[src/rtl/pxser_pkg.sv]
package pxser_pkg;

    localparam int MAX_RATIO = 8;
    localparam int PTR_W     = 3;
    localparam int PDIV_W    = 5;

    typedef enum logic [1:0] {
        MUX_2TO1  = 2'd0,
        MUX_4TO1  = 2'd1,
        MUX_8TO1  = 2'd2,
        MUX_8TO1B = 2'd3
    } mux_e;

    typedef enum logic [1:0] {
        PDIV_4  = 2'd0,
        PDIV_8  = 2'd1,
        PDIV_16 = 2'd2,
        PDIV_32 = 2'd3
    } pdiv_e;

    typedef struct packed {
        mux_e  mux;
        pdiv_e pdiv;
    } cfg_t;

    localparam cfg_t CFG_DEFAULT = '{mux: MUX_4TO1, pdiv: PDIV_32};

    function automatic logic [3:0] mux_ratio(input mux_e m);
        case (m)
            MUX_2TO1: return 4'd2;
            MUX_4TO1: return 4'd4;
            default:  return 4'd8;
        endcase
    endfunction

    function automatic logic mux_is_pseudo(input mux_e m);
        return m[1];
    endfunction

endpackage

[src/rtl/pxser_load_timer.sv]
module pxser_load_timer
    import pxser_pkg::*;
(
    input  logic       clk,
    input  logic       rst,
    input  logic [3:0] ratio,
    output logic       load_out
);
    logic [PTR_W-1:0] phase_q;

    always_ff @(posedge clk) begin
        if (rst)
            phase_q <= '0;
        else if ({1'b0, phase_q} >= ratio - 4'd1)
            phase_q <= '0;
        else
            phase_q <= phase_q + 1'b1;
    end

    assign load_out = (phase_q == '0);

    // the strobe never stays high two cycles running
    p_single_pulse_r2: assert property (@(posedge clk) disable iff (rst)
        load_out |=> !load_out);

endmodule

[src/rtl/pxser_prog_div.sv]
module pxser_prog_div
    import pxser_pkg::*;
(
    input  logic  clk,
    input  logic  rst,
    input  pdiv_e pdiv,
    output logic  prg_clk
);
    logic [PDIV_W-1:0] cnt_q;
    logic [2:0]        tap;

    always_ff @(posedge clk) begin
        if (rst) cnt_q <= '0;
        else     cnt_q <= cnt_q + 1'b1;
    end

    assign tap     = {1'b0, pdiv} + 3'd1;
    assign prg_clk = cnt_q[tap];

    // a high phase lasts at least two cycles while the divider is unchanged
    p_min_high_r3: assert property (@(posedge clk) disable iff (rst)
        ($rose(prg_clk) && $stable(pdiv)) |=> (prg_clk || !$stable(pdiv)));

endmodule

[src/rtl/pxser_lane_mux.sv]
module pxser_lane_mux
    import pxser_pkg::*;
#(
    parameter int LANES = 4,
    parameter int CW    = 24,
    parameter int PW    = 8
)(
    input  logic            clk,
    input  logic            rst,
    input  logic            load_in,
    input  logic [LANES*CW-1:0] word_in,
    input  logic [3:0]      ratio,
    input  logic            pseudo,
    output logic [CW-1:0]   pix_out
);
    localparam int WW   = LANES * CW;
    localparam int WSEL = $clog2(LANES);

    logic [WW-1:0]    hold_q;
    logic [WW-1:0]    shown_q;
    logic [PTR_W-1:0] ptr_q;
    logic [CW-1:0]    wide_lane [LANES];
    logic [PW-1:0]    narrow_lane [MAX_RATIO];

    // data stage carries no reset so a mid-stream reset keeps the word
    always_ff @(posedge clk) begin
        if (load_in) begin
            hold_q  <= word_in;
            shown_q <= hold_q;
        end
    end

    always_ff @(posedge clk) begin
        if (rst || load_in)
            ptr_q <= '0;
        else if ({1'b0, ptr_q} >= ratio - 4'd1)
            ptr_q <= '0;
        else
            ptr_q <= ptr_q + 1'b1;
    end

    for (genvar g = 0; g < LANES; g++) begin : g_wide
        assign wide_lane[g] = shown_q[g*CW +: CW];
    end

    for (genvar g = 0; g < MAX_RATIO; g++) begin : g_narrow
        assign narrow_lane[g] = shown_q[g*PW +: PW];
    end

    assign pix_out = pseudo ? CW'(narrow_lane[ptr_q]) : wide_lane[ptr_q[WSEL-1:0]];

    // a latch always restarts the playout at lane A
    p_latch_lane_a_r5: assert property (@(posedge clk) disable iff (rst)
        load_in |=> (ptr_q == '0));

    // reset returns the lane index to A
    p_reset_lane_a_r8: assert property (@(posedge clk)
        rst |=> (ptr_q == '0));

endmodule

[src/rtl/pxser_top.sv]
module pxser_top
    import pxser_pkg::*;
#(
    parameter int LANES = 4,
    parameter int CW    = 24,
    parameter int PW    = 8
)(
    input  logic                clk,
    input  logic                rst,
    input  logic                cfg_we,
    input  logic [1:0]          cfg_mux,
    input  logic [1:0]          cfg_pdiv,
    input  logic                load_in,
    input  logic [LANES*CW-1:0] pix_word,
    output logic                load_out,
    output logic                prg_clk,
    output logic [CW-1:0]       pix_out,
    output logic                pseudo_mode
);
    cfg_t       cfg_q;
    logic [3:0] ratio;

    always_ff @(posedge clk) begin
        if (rst)
            cfg_q <= CFG_DEFAULT;
        else if (cfg_we)
            cfg_q <= '{mux: mux_e'(cfg_mux), pdiv: pdiv_e'(cfg_pdiv)};
    end

    assign ratio       = mux_ratio(cfg_q.mux);
    assign pseudo_mode = mux_is_pseudo(cfg_q.mux);

    pxser_load_timer u_timer (
        .clk      (clk),
        .rst      (rst),
        .ratio    (ratio),
        .load_out (load_out)
    );

    pxser_prog_div u_pdiv (
        .clk     (clk),
        .rst     (rst),
        .pdiv    (cfg_q.pdiv),
        .prg_clk (prg_clk)
    );

    pxser_lane_mux #(.LANES(LANES), .CW(CW), .PW(PW)) u_lanes (
        .clk     (clk),
        .rst     (rst),
        .load_in (load_in),
        .word_in (pix_word),
        .ratio   (ratio),
        .pseudo  (pseudo_mode),
        .pix_out (pix_out)
    );

    // in eight-per-load mode the upper pixel bits stay zero
    p_pseudo_narrow_r4: assert property (@(posedge clk) disable iff (rst)
        pseudo_mode |-> (pix_out[CW-1:PW] == '0));

    // defaults are in force right after reset
    p_reset_cfg_r1: assert property (@(posedge clk)
        rst |=> (!pseudo_mode && !prg_clk && load_out));

endmodule

[config.mk]
export PLATFORM = sky130hd
export DESIGN_NAME = pxser_top
export DESIGN_NICKNAME = d
export VERILOG_FILES = /design/src/rtl/pxser_pkg.sv /design/src/rtl/pxser_load_timer.sv /design/src/rtl/pxser_prog_div.sv /design/src/rtl/pxser_lane_mux.sv /design/src/rtl/pxser_top.sv
export SDC_FILE = /design/constraint.sdc
export NUM_CORES = 1
export LEC_CHECK = 0
export ABC_CLOCK_PERIOD_IN_PS = 1900
export BUFFER_PORTS_ARGS = -buffer_cell sky130_fd_sc_hd__buf_2
export CAP_MARGIN = 20
export CORE_AREA = 2 2 151 138
export DETAILED_ROUTE_END_ITERATION = 10
export DIE_AREA = 0 0 153 140
export PLACE_DENSITY = 0.69
export SKIP_CTS_REPAIR_TIMING = 1
export SLEW_MARGIN = 20
export SYNTH_ARGS = -nofsm -noshare
export SYNTH_HDL_FRONTEND = slang
export SYNTH_SLANG_ARGS = --single-unit
[constraint.sdc]
create_clock -name clk -period 1.9 [get_ports clk]
set_input_delay 0.095 -clock clk [delete_from_list [all_inputs] [get_ports clk]]
set_output_delay 0.095 -clock clk [all_outputs]
set_load 0.02 [all_outputs]
# Word-level counts from Yosys, hierarchy flattened
# Index checks and enable logic that the tools add are counted.
[word_totals]
reg_bits = 207
inputBits = 104
output_inout_bits = 27
wordCells = 35
[classes]
addsub = 5
magnitude_cmp = 5
eq_ne = 1
n_mux = 10
bitwise = 2
reduce_logical = 5
[ops]
columns = ["op", "count"]
rows = [
  ["24-bit two-way mux", 3],
  ["24-bit binary-select mux with 2-bit select", 1],
  ["8-bit binary-select mux with 3-bit select", 1],
  ["8-bit two-way mux", 2],
  ["3-bit by 4-bit >= comparator with 1-bit output", 2],
  ["4-bit case mux with 2 select lines", 1],
  ["3-bit by 1-bit adder with 3-bit output (second input constant)", 2],
  ["5-bit by 1-bit adder with 5-bit output (second input constant)", 1],
  ["4-bit >= comparator (second input constant)", 1],
  ["3-bit by 4-bit < comparator with 1-bit output (second input constant)", 1],
  ["3-bit inverter with 4-bit output", 1],
  ["2-bit OR reduction", 2],
  ["4-bit by 1-bit subtractor with 4-bit output (second input constant)", 1],
  ["2-bit by 1-bit adder with 3-bit output (second input constant)", 1],
  ["1-bit binary-select mux with 3-bit select", 1],
  ["3-bit >= comparator (second input constant)", 1],
  ["3-bit logical NOT", 1],
  ["2-bit inverter with 3-bit output", 1],
  ["2-bit by 1-bit == test with 1-bit output (second input constant)", 1],
  ["2-bit logical NOT", 1],
  ["1-bit logical OR", 1],
  ["1-bit two-way mux", 1],
]

# Logic depth before layout (Yosys ltp)
# Gate-level depths: netlist of run 1.
[logic_depth]
ltp_word = 5
ltp_mapped = 8
mapped_depth_nobuf = 6

# Cells and area by module
# Synthesis of run 1 repeated with hierarchy kept, for this count alone.
[unflattened]
hier_cells = 392
hier_area_um2 = 7863.8
[by_module_without_submodules]
columns = ["mod", "instances", "cells_each", "area_each_um2", "seq_area_each_um2"]
rows = [
  ["pxser_lane_mux", 1, 327, 7244.4, 5825.6],
  ["pxser_load_timer", 1, 26, 235.2, 60.1],
  ["pxser_prog_div", 1, 23, 227.7, 100.1],
  ["pxser_top", 1, 16, 156.4, 80.1],
]

# Worst setup path before layout of run 1
# OpenSTA, ideal clock, no wires.
[synth_path]
path_kind = "flip-flop to flip-flop"
from = "register cfg_q, in the netlist pseudo_mode"
to = "register u_lanes.ptr_q[0]"
setup_ns = 0.100
arrival_time_ns = 2.078
required_time_ns = 1.800
path_slack_ns = -0.278
path_stages_with_launch = 9
path_buffers = 2
period_less_slack_ns = 2.178
path_cell_list = "dfxtp_1 > buf_2 > clkinv_1 > clkbuf_1 > nand2_1 > ha_1 > ha_1 > a21o_1 > a2111oi_4"
[synth_via]
elab_chain_len = 5
word_cells_on_any_way = 6
cone_classes = "add/sub (1); order compare (1); eq/ne (1); mux (1); reduce/logical (2)"
[synth_rtl]
columns = ["item", "line_no", "rtl"]
rows = [
  ["start: declaration", "pxser_top.sv:20", "cfg_t cfg_q;"],
  ["start signal: assignment", "pxser_top.sv:27", "cfg_q <= '{mux: mux_e'(cfg_mux), pdiv: pdiv_e'(cfg_pdiv)};"],
  ["2-bit by 1-bit == test with 1-bit output / 2-bit logical NOT (equally long branches)", "pxser_pkg.sv:29", "case (m)"],
  ["4-bit case mux with 2 select lines (*)", "pxser_pkg.sv:29", ""],
  ["4-bit by 1-bit subtractor with 4-bit output (*)", "pxser_lane_mux.sv:36", "else if ({1'b0, ptr_q} >= ratio - 4'd1)"],
  ["3-bit by 4-bit >= comparator with 1-bit output (*)", "pxser_lane_mux.sv:36", ""],
  ["2-bit OR reduction (no line) (*)", "--", ""],
  ["end signal: assignment", "pxser_lane_mux.sv:39", "ptr_q <= ptr_q + 1'b1;"],
  ["end: declaration", "pxser_lane_mux.sv:21", "logic [PTR_W-1:0] ptr_q;"],
]
# Mark *: on every way between the ends. The rest lies on a longest branch, timed or not.
# A chain may end at the register's enable or synchronous reset.

# Final worst setup path of run 1
[layout_path]
from = "register u_lanes.ptr_q[0]"
to = "output pix_out[6]"
[layout_via]
elab_chain_len = 5
word_cells_on_any_way = 9
cone_classes = "mux (7); bitwise (2)"
[layout_rtl]
columns = ["item", "line_no", "rtl"]
rows = [
  ["3-bit inverter with 4-bit output (not written as such) / 2-bit inverter with 3-bit output (equally long branches)", "pxser_lane_mux.sv:50", "assign pix_out = pseudo ? CW'(narrow_lane[ptr_q]) : wide_lane[ptr_q[WSEL-1:0]];"],
  ["8-bit binary-select mux with 3-bit select / 24-bit binary-select mux with 2-bit select (equally long branches)", "pxser_lane_mux.sv:50", ""],
  ["8-bit two-way mux (not written as such) / 24-bit two-way mux (equally long branches) (2 in series)", "pxser_lane_mux.sv:50", ""],
  ["24-bit two-way mux (*)", "pxser_lane_mux.sv:50", ""],
  ["end: declaration", "pxser_top.sv:17", "output logic [CW-1:0] pix_out,"],
]
# Mark *: on every way between the ends. The rest lies on a longest branch, timed or not. The select of a mux whose other input is x is not followed.

==> impl_results.md, run 1 <==
* Synth Register Bits at 207
* Fillers at 1526
* Async SR Flop Fraction at 0
* Worst hold path type: input pin to flip-flop
* GP Congestion at 0.785
* Max Fclk at 477 MHz
* Die area at 21400 µm²
* Peak VDD IR at 0.753 mV
* Detailed-placement wirelength estimate at 9.90 mm
* Period utilization at 1.10
* Worst-path clk slew at 0.06 ns
* DIE WIDTH at 153 µm
* Final Skew at 0.0202 ns
* Grt ovf at 0
* Met3 usage at 0.0347
* Failing checks: setup timing
* Post-Synth Simple-Gate Area at 0.0359
* Largest net degree at the start of global routing at 51
* RSZ-0062 raised after global routing: yes
* Hold Fails Final Rpt at 0
* Yosys cell types at 32
* Max Cap Violations at 0
* CTS Sinks at 207
* WS Path Type: flip-flop to primary output
* Critical path required time at 1.80 ns
* Skew-Pair Late Insertion Delay at 0.51 ns
* Total Routing Usage GR at 0.134
* Layer with the highest usage: met2
* Status: finished, violations left
* Leading cell type in the layout, fill and taps excluded: edfxtp_1
* Crit path time final at 2.09 ns
* Crit-path max FO at 5
* Die Y at 140 µm
* Leak Pwr at 0.00404 µW
* PortBufs at 130
* Vias at 4402
* Nets@finish at 759
* Final instance area at 10800 µm²
* Core ar. at 19800 µm²
* CTS tree: built
* Syn Inst Count at 376
* PwrDens at 984 nW/µm²
* Most used DFF post-synth: edfxtp_1
* Placed Area at 8820 µm²
* Final Slew Violations at 0
* Startpoint Class: flip-flop
* Placed insts at 760
* Post-Syn Area per Cell at 20.7 µm²
* Clock Path Buffers at 3
* IO Count at 131
* Starting Density at 0.393
* N_diodes at 0
* Via/cell ratio at 4.82
* Initial antenna violation count at 0
* Critical path arrival at 2.00 ns
* Antenna viol nets, final at 0
* H-tree levels at 1
* Compound-Gate Fraction of Synth Area at 0.0270
* YS warnings at 0
* Largest family of logic cells by synthesized area: multiplexers
* Setup ws final at -0.195 ns
* CTS Buf Count at 22
* WL final at 16.3 mm
* Share of layout cells above drive strength 1 at 0.356
* First-pass GRT wire length at 22.4 mm
* Commonest non-fill, non-tap cells in the layout: edfxtp_1 (192), buf_2 (118), dlygate4sd3_1 (104)
* FF/Latch Area at 6080 µm²
* Synthesized Nets at 489
* Post-synthesis adder-cell area fraction at 0.0159
* Layout Cells excl Fill at 913
* Vias in the first global route at 4238
* Multiplexer share of the synthesized area at 0.118
* Row count at 49
* Post-synth EDFFs at 192
* Relative slew slack at 0.734
* Grt met1 use at 0.170
* Routed wire per std cell at 17.9 µm
* Area growth syn-to-layout at 39.4%
* Met2 Use GR at 0.224
* Syn Std Cell Area at 7780 µm²
* Fin Hold WS at 0.00787 ns
* Worst-margin pin slew at 0.397 ns
* Setup_tns at -3.80 ns
* Drt initial violations at 253
* TritonRoute pass-1 iters at 4
* Xor/xnor share of the synthesized area at 0.00675
* Area of the multi-input gates at 1620 µm²
* Final setup violating endpoints at 24
* Sequential share of the synthesized area at 0.780
* Total power at 10700 µW
* CTS root buffer: clkbuf_16
* Crit path capture type: primary output
* DR DRC count at 0
critical path: stages (launching register included):
cell       delay, ns
dfxtp_4         0.44
buf_12          0.12
clkbuf_16       0.13
mux4_2          0.49
nand3_1         0.10
nand2_1         0.07
buf_2           0.17
report_power, final:
part           total, µW  leakage (µW)  switching [µW]  internal (µW)
Clock               4070      0.000328            1630           2440
Combinational       1090       0.00171             480            606
Sequential          5510       0.00200             145           5370
cells by family (layout without fill, tap and decap cells):
group | Yosys count | count (layout)
buf+inv | 20 | 302
fa+ha+maj | 10 | 10
flops | 207 | 207
mux | 50 | 50
xor+xnor | 6 | 6
compound gates | 28 | 28
simple gates | 55 | 55
synthesized netlist by cell type (4+ instances only):
library cell  number  area [µm²]
ha_1               9         113
nand3_1            6        30.0
o22ai_1            8        50.1
and2_1            16         100
inv_1              5        18.8
buf_4              4        30.0
nor2b_1            5        31.3
mux4_2            32         721
o21ai_0            5        25.0
mux2i_1           17         170
edfxtp_1         192        5770
clkbuf_1           4        15.0
dfxtp_1           15         300
a22oi_1            4        30.0
nor2_1             8        30.0
nand2_1           16        60.1
layer usage:
metal | share of wire | vias up
li1 | - | 2055
met1 | 0.42 | 2171
met2 | 0.51 | 142
met3 | 0.047 | 34
met4 | 0.024 | 0
met5 | 0 | -
through the flow:
stage                      util  setup WS, ns
final                     0.547        -0.195
after global routing      0.547        -0.274
after CTS                 0.480        -0.288
after detailed placement  0.445         0.194
after global placement    0.445         0.206
after floorplan               -        0.0219
flip-flops by register name, summed over array words and instances (netlist names):
signal and flops:
u_lanes.ptr_q 3, u_lanes.shown_q 96, u_pdiv.cnt_q 5, cfg_q 3, u_lanes.hold_q 96, u_timer.phase_q 3, pseudo_mode 1
worst paths after layout:
check / cells past startpoint / slack, ns / start / to
worst max-delay path: 6 / -0.19 / u_lanes.ptr_q[0] / pix_out[6]
worst min-delay path: 3 / 0.008 / cfg_we / pseudo_mode
worst max register to register: 6 / 0.18 / u_lanes.ptr_q[0] / u_lanes.ptr_q[0]
worst min register to register: 0 / 0.41 / u_lanes.hold_q[24] / u_lanes.shown_q[24]
cell type report:
type	instances	share of cell area
clock buffers	31	0.0548
clock inverters	5	0.00785
inverters	6	0.00219
multi-input cells	149	0.149
flip-flops and latches	207	0.561
well taps	255	0.0294
repair buffers	260	0.196
(Power assumes the default switching activity.)
==> run 2, diff against run 1 <==
--- a/config.mk
+++ b/config.mk
@@ -5,14 +5,14 @@
 export SDC_FILE = /design/constraint.sdc
 export NUM_CORES = 1
 export LEC_CHECK = 0
+export ABC_AREA = 1
 export ABC_CLOCK_PERIOD_IN_PS = 1900
 export BUFFER_PORTS_ARGS = -buffer_cell sky130_fd_sc_hd__buf_2
 export CAP_MARGIN = 20
-export CORE_AREA = 2 2 151 138
+export CORE_AREA = 2 2 151 139
 export DETAILED_ROUTE_END_ITERATION = 10
-export DIE_AREA = 0 0 153 140
-export PLACE_DENSITY = 0.69
-export SKIP_CTS_REPAIR_TIMING = 1
+export DIE_AREA = 0 0 153 141
+export PLACE_DENSITY = 0.7
 export SLEW_MARGIN = 20
 export SYNTH_ARGS = -nofsm -noshare
 export SYNTH_HDL_FRONTEND = slang
==> impl_results.md, run 2 <==
* Status: finished, violations left
* Failing checks: setup timing
* Critical path required time at 1.80 ns
* Worst-path clk slew at 0.06 ns
* Crit path time final at 1.91 ns
* Depth of the most critical reg-to-reg path at 9
* Routed wire per std cell at 17.1 µm
* Post-synth top cells: edfxtp_1 (192), nand2_1 (124), nand3_1 (77)
* DP Worst Slack at 0.307 ns
* WS Path Type: flip-flop to primary output
* Crit-path max FO at 9
* Skew-Pair Late Insertion Delay at 0.50 ns
* CTS tree: built
* Critical Path Start: u_lanes.ptr_q[0]
* Nets@finish at 967
* Hold Path Stages at 1
* CTS root buffer: clkbuf_16
* Max Cap Violations at 0
* RSZ-0062 raised after global routing: yes
* Synthesized Nets at 705
* N_diodes at 0
* Syn Std Cell Area at 7870 µm²
* Startpoint Class: flip-flop
* Top cells by area, synth: edfxtp_1 (73%), nand2_1 (5.9%), nand3_1 (4.9%)
* Leak Pwr at 0.00445 µW
* Drt initial violations at 483
* Peak VDD IR at 0.719 mV
* WP buf/inv at 4
* Most used DFF post-synth: edfxtp_1
* Share of layout cells above drive strength 1 at 0.247
* HP Start: load_in
* CTS Buf Count at 21
* Via/cell ratio at 4.82
* Cell-by-cell trace of the critical path: buf_12, inv_16, clkbuf_16, nand2_1, nand3_1, nand3_1, nand2_1, nand2_1, nand2_2, buf_6
* Clock Path Buffers at 3
* H-tree levels at 1
* Antenna viol nets, final at 0
* Top-count cell post-synth: edfxtp_1
* Leading cell type in the layout, fill and taps excluded: edfxtp_1
* CTS Sinks at 207
* Post-Syn Area per Cell at 13.3 µm²
* Worst Hold End: u_lanes.hold_q[85]
* Grt ovf at 0
* Initial antenna violation count at 0
* Most area-hungry cell type in the Yosys netlist: edfxtp_1
* Sequential share of the synthesized area at 0.771
* Starting Density at 0.390
* Period utilization at 1.00
* R2R Setup Slk at 0.29 ns
* Layout Cells excl Fill at 1129
* YS warnings at 0
* Critical path arrival at 1.81 ns
* Worst-margin pin slew at 0.400 ns
* Hold Fails Final Rpt at 0
* Area growth syn-to-layout at 41.5%
* Endpoint of the worst register-to-register path: u_lanes.ptr_q[0]
* Final Skew at 0.0124 ns
* Final Slew Violations at 0
* Core ar. at 20200 µm²
* CP max stage delay at 0.37 ns
* Vias in the first global route at 5427
* Largest regs: u_lanes.hold_q x96, u_lanes.shown_q x96, u_pdiv.cnt_q x5
* Die area at 21600 µm²
* Placed insts at 969
* DIE WIDTH at 153 µm
* Fin util at 0.551
* Detailed-placement wirelength estimate at 11.2 mm
* Final setup violating endpoints at 3
* IO Count at 131
* Relative slew slack at 0.733
* Async SR Flop Fraction at 0
* Die Y at 141 µm
* Post-synth EDFFs at 192
* Critical R2R Launch: pseudo_mode
* Commonest non-fill, non-tap cells in the layout: edfxtp_1 (192), nand2_1 (113), dlygate4sd3_1 (108)
* Crit path capture type: primary output
* Max Fclk at 524 MHz
* Yosys cell types at 22
* Synth Register Bits at 207
* Syn Inst Count at 592
* Top cell by count, worst path: nand2_1
* Total Routing Usage GR at 0.168
* DR DRC count at 0
* Worst hold path type: input pin to flip-flop
* Row count at 50
* WL final at 19.3 mm
* Setup ws final at -0.00940 ns
* TritonRoute pass-1 iters at 5
* PwrDens at 990 nW/µm²
* PortBufs at 130
* First-pass GRT wire length at 28.2 mm
* Crit path max-delay family: buffers and inverters
* Largest net degree at the start of global routing at 50
* Share of the synthesized area in the top cell type at 0.732
* GP Congestion at 0.811
* CP max-delay cell: dfxtp_4
* Vias at 5441
## run 2: cell types whose count changed after synthesis, moves of 7 or more
cell | previous run | this run
nor2_1 | 8 | 65
o22ai_1 | 8 | 0
o21ai_0 | 5 | 24
and2_1 | 16 | 0
nand2_1 | 16 | 124
mux2i_1 | 17 | 0
nand3_1 | 6 | 77
inv_1 | 5 | 19
mux4_2 | 32 | 0
buf_2 | 2 | 9
o21ai_1 | 0 | 8
a21oi_1 | 2 | 21
## run 2: timing repair
item                                    in CTS  in global routing
buffers inserted                             2                  3
hold buffers                               108                  0
resized for setup                           17                 57
gates cloned                                 2                  7
hold endpoints to repair                   104                  0
pin swaps                                    1                 15
endpoints found under the setup margin      19                 23
## run 2: power by group
group / switching, µW / total, µW / internal (µW)
Sequential: 129 / 5500 / 5370
Clock: 1670 / 4250 / 2580
Combinational: 665 / 1270 / 603
Total: 2470 / 11000 / 8550
## run 2: cell families after synthesis
group / count (synthesis) / share of synthesized area
buf+inv: 50 / 0.0354
simple gates: 269 / 0.141
compound gates: 53 / 0.0337
fa+ha+maj: 9 / 0.0143
flops: 207 / 0.771
xor+xnor: 4 / 0.00445
## run 2: how the worst max path moves through the flow
stage / slack (ns) / endpoint / depth (start not counted)
after detailed placement: 0.31 / u_lanes.ptr_q[0] / 9
final: -0.009 / pix_out[5] / 10
after floorplan: 0.1 / u_lanes.ptr_q[2] / 11
after global placement: 0.36 / u_lanes.ptr_q[0] / 9
after global routing: -0.08 / pix_out[2] / 10
after CTS: -0.03 / pix_out[2] / 8
## run 2: layout make-up
class,count,area [µm²]
Clock inverter,14,174
Timing Repair Buffer,268,2340
Multi-Input combinational cell,335,1590
Inverter,21,95.1
Sequential cell,207,6070
Fill cell,1588,9070
Tap cell,260,325
Clock buffer,24,537
## run 2: routing by layer
| metal | share of wire | global-route usage | vias to the layer above |
|---|---|---|---|
| li1 | - | - | 2617 |
| met1 | 0.40 | 0.210 | 2566 |
| met2 | 0.51 | 0.308 | 223 |
| met3 | 0.069 | 0.0310 | 35 |
| met4 | 0.022 | 0.0346 | 0 |
| met5 | 0 | 0 | - |
## run 2: metrics by stage
| stage | setup TNS [ns] | power, µW | hold slack [ns] | instance area, µm² |
|---|---|---|---|---|
| after detailed placement | 0 | 6480 | 0.273 | 8850 |
| after global routing | -0.841 | 11400 | 0.0191 | 11100 |
| after global placement | 0 | 6460 | 0.272 | 8850 |
| after floorplan | 0 | 6030 | 0.194 | 7870 |
| after CTS | -0.118 | 10900 | 0.0185 | 10800 |
| final | -0.0189 | 11000 | 0.0121 | 11100 |
==> run 3, diff against run 2 <==
--- a/config.mk
+++ b/config.mk
@@ -12,6 +12,7 @@
 export CORE_AREA = 2 2 151 139
 export DETAILED_ROUTE_END_ITERATION = 10
 export DIE_AREA = 0 0 153 141
+export HOLD_SLACK_MARGIN = 0.15
 export PLACE_DENSITY = 0.7
 export SLEW_MARGIN = 20
 export SYNTH_ARGS = -nofsm -noshare
==> constraint.sdc (replaced) <==
create_clock -name clk -period 1.9 [get_ports clk]
set_input_delay 0.19 -clock clk [delete_from_list [all_inputs] [get_ports clk]]
set_output_delay 0.19 -clock clk [all_outputs]
set_load 0.02 [all_outputs]
==> impl_results.md, run 3 (synthesis gave the netlist of run 2 again) <==
* Relative slew slack at 0.686
* Final setup violating endpoints at 17
* CTS Buf Count at 21
* Max Cap Violations at 0
* CP max stage delay at 0.40 ns
* Max Fclk at 508 MHz
* WL final at 18.5 mm
* Drt initial violations at 528
* Row count at 50
* CTS root buffer: clkbuf_16
* Vias at 5448
* Final Skew at 0.0107 ns
* Endpoint of the worst register-to-register path: u_lanes.ptr_q[1]
* Combinational share of power at 0.117
* CTS Sinks at 207
* Final Slew Violations at 0
* Grt ovf at 0
* Worst-path clk slew at 0.06 ns
* Die Y at 141 µm
* Starting Density at 0.390
* Die area at 21600 µm²
* Fin Hold WS at 0.393 ns
* Depth of the most critical reg-to-reg path at 9
* Routed wire per std cell at 16.4 µm
* Via/cell ratio at 4.83
* Internal at 8280 µW
* Worst-margin pin slew at 0.470 ns
* Crit path capture type: primary output
* Clock share of power at 0.369
* First-pass GRT wire length at 28.5 mm
* Crit path time final at 1.97 ns
* WS Path Type: flip-flop to primary output
* Setup_tns at -0.624 ns
* Switching part of the total at 0.228
* IO Count at 131
* Area growth syn-to-layout at 40.7%
* Fillers at 1622
* DIE WIDTH at 153 µm
* Period utilization at 1.04
* PwrDens at 969 nW/µm²
* Critical path required time at 1.71 ns
* Antenna viol nets, final at 0
* Commonest non-fill, non-tap cells in the layout: edfxtp_1 (192), dlygate4sd3_1 (109), nand2_1 (104)
* Startpoint Class: flip-flop
* Initial antenna violation count at 0
* Leading cell type in the layout, fill and taps excluded: edfxtp_1
* CP max-delay cell: dfxtp_4
* DR DRC count at 0
* Worst Hold End: u_lanes.hold_q[69]
* Core ar. at 20200 µm²
* Peak VDD IR at 0.595 mV
* R2R Setup Slk at 0.25 ns
* Total power at 10700 µW
* Layout Cells excl Fill at 1129
* PortBufs at 130
* GP Congestion at 0.876
* Total Routing Usage GR at 0.170
* Skew-Pair Late Insertion Delay at 0.50 ns
* CTS tree: built
* Top cell by count, worst path: nand2_1
* Critical R2R Launch: pseudo_mode
* RSZ-0062 raised after global routing: yes
* Setup ws final at -0.0702 ns
* Vias in the first global route at 5506
* Failing checks: setup timing
* Worst hold path type: input pin to flip-flop
* Hold Fails Final Rpt at 0
* Cell-by-cell trace of the critical path: inv_8, buf_8, nand2_1, nand2_1, nand2_1, a21oi_1, buf_4
* Largest net degree at the start of global routing at 48
* Net Switching at 2450 µW
* DP Worst Slack at 0.255 ns
* Leak Pwr at 0.00440 µW
* Share of layout cells above drive strength 1 at 0.272
* Hold Path Stages at 2
* Critical path arrival at 1.78 ns
* TritonRoute pass-1 iters at 5
* Nets@finish at 968
* N_diodes at 0
* Largest regs: u_lanes.hold_q x96, u_lanes.shown_q x96, u_pdiv.cnt_q x5
* Placed insts at 973
* Detailed-placement wirelength estimate at 11.4 mm
* Crit-path max FO at 13
* Seq pwr share at 0.514
* Clock Path Buffers at 3
* H-tree levels at 1
* Status: finished, violations left
* HP Start: pix_word[69]
[run 3: changes by cell type in the layout (fill, tap and decap cells not counted), moves of 5 or more]
cell / delta
nand2_1: -9
buf_6: +5
nand2_2: +9
clkbuf_16: -6
o21ai_1: +6
o21ai_0: -8
[run 3: critical path: cells and delay by family, from the launching register on]
family,cells,cell delay [ns]
flops,1,0.40
compound gates,1,0.20
simple gates,3,0.26
buf+inv,3,0.42
[run 3: cell type report]
type	count	area [µm²]	area share
timing repair buffer	269	2270	0.205
inverter	21	86.3	0.00780
clock buffer	26	544	0.0491
tap	260	325	0.0294
sequential	207	6070	0.548
clock inverter	11	110	0.00994
multi-input combinational	335	1670	0.150
[run 3: worst max path at each step]
| stage | from | endpoint | slack [ns] |
|---|---|---|---|
| 3_5_place_dp | pseudo_mode | u_lanes.ptr_q[0] | 0.26 |
| 3_3_place_gp | pseudo_mode | u_lanes.ptr_q[0] | 0.28 |
| 5_1_grt | u_lanes.ptr_q[0] | pix_out[20] | -0.15 |
| 2_1_floorplan | pseudo_mode | u_lanes.ptr_q[2] | 0.1 |
| 4_1_cts | u_lanes.ptr_q[0] | pix_out[15] | -0.08 |
| 6_report | u_lanes.ptr_q[0] | pix_out[23] | -0.07 |
[run 3: timing repair]
item                                    in CTS  in global routing
hold buffers                               110                  0
hold endpoints to repair                   122                  0
pin swaps                                    7                 15
gates cloned                                 3                  1
endpoints found under the setup margin      25                 28
setup buffers                                6                  1
gates resized for setup                     77                 38
[run 3: layer usage]
metal  share of wire  up-vias  wire (µm)  global-route usage
met2            0.51      213       9370               0.300
met5               0        -          0                   0
met1            0.41     2568       7530               0.215
li1                -     2622          -                   -
met3           0.062       45       1150              0.0332
met4           0.026        0        487              0.0473
[run 3: metrics by stage]
stage	util	cell area, µm²
global route	0.548	11100
finish	0.548	11100
floorplan	-	7870
CTS	0.542	11000
detailed placement	0.438	8850
global placement	0.438	8850
[run 3: power groups by stage]
stage                     registers [µW]  clock network (µW)  logic (µW)
after floorplan                     5540                   0         491
after global placement              5590                   0         865
after detailed placement            5600                   0         880
after CTS                           5510                4020        1200
after global routing                5540                4230        1360
final                               5510                3960        1250
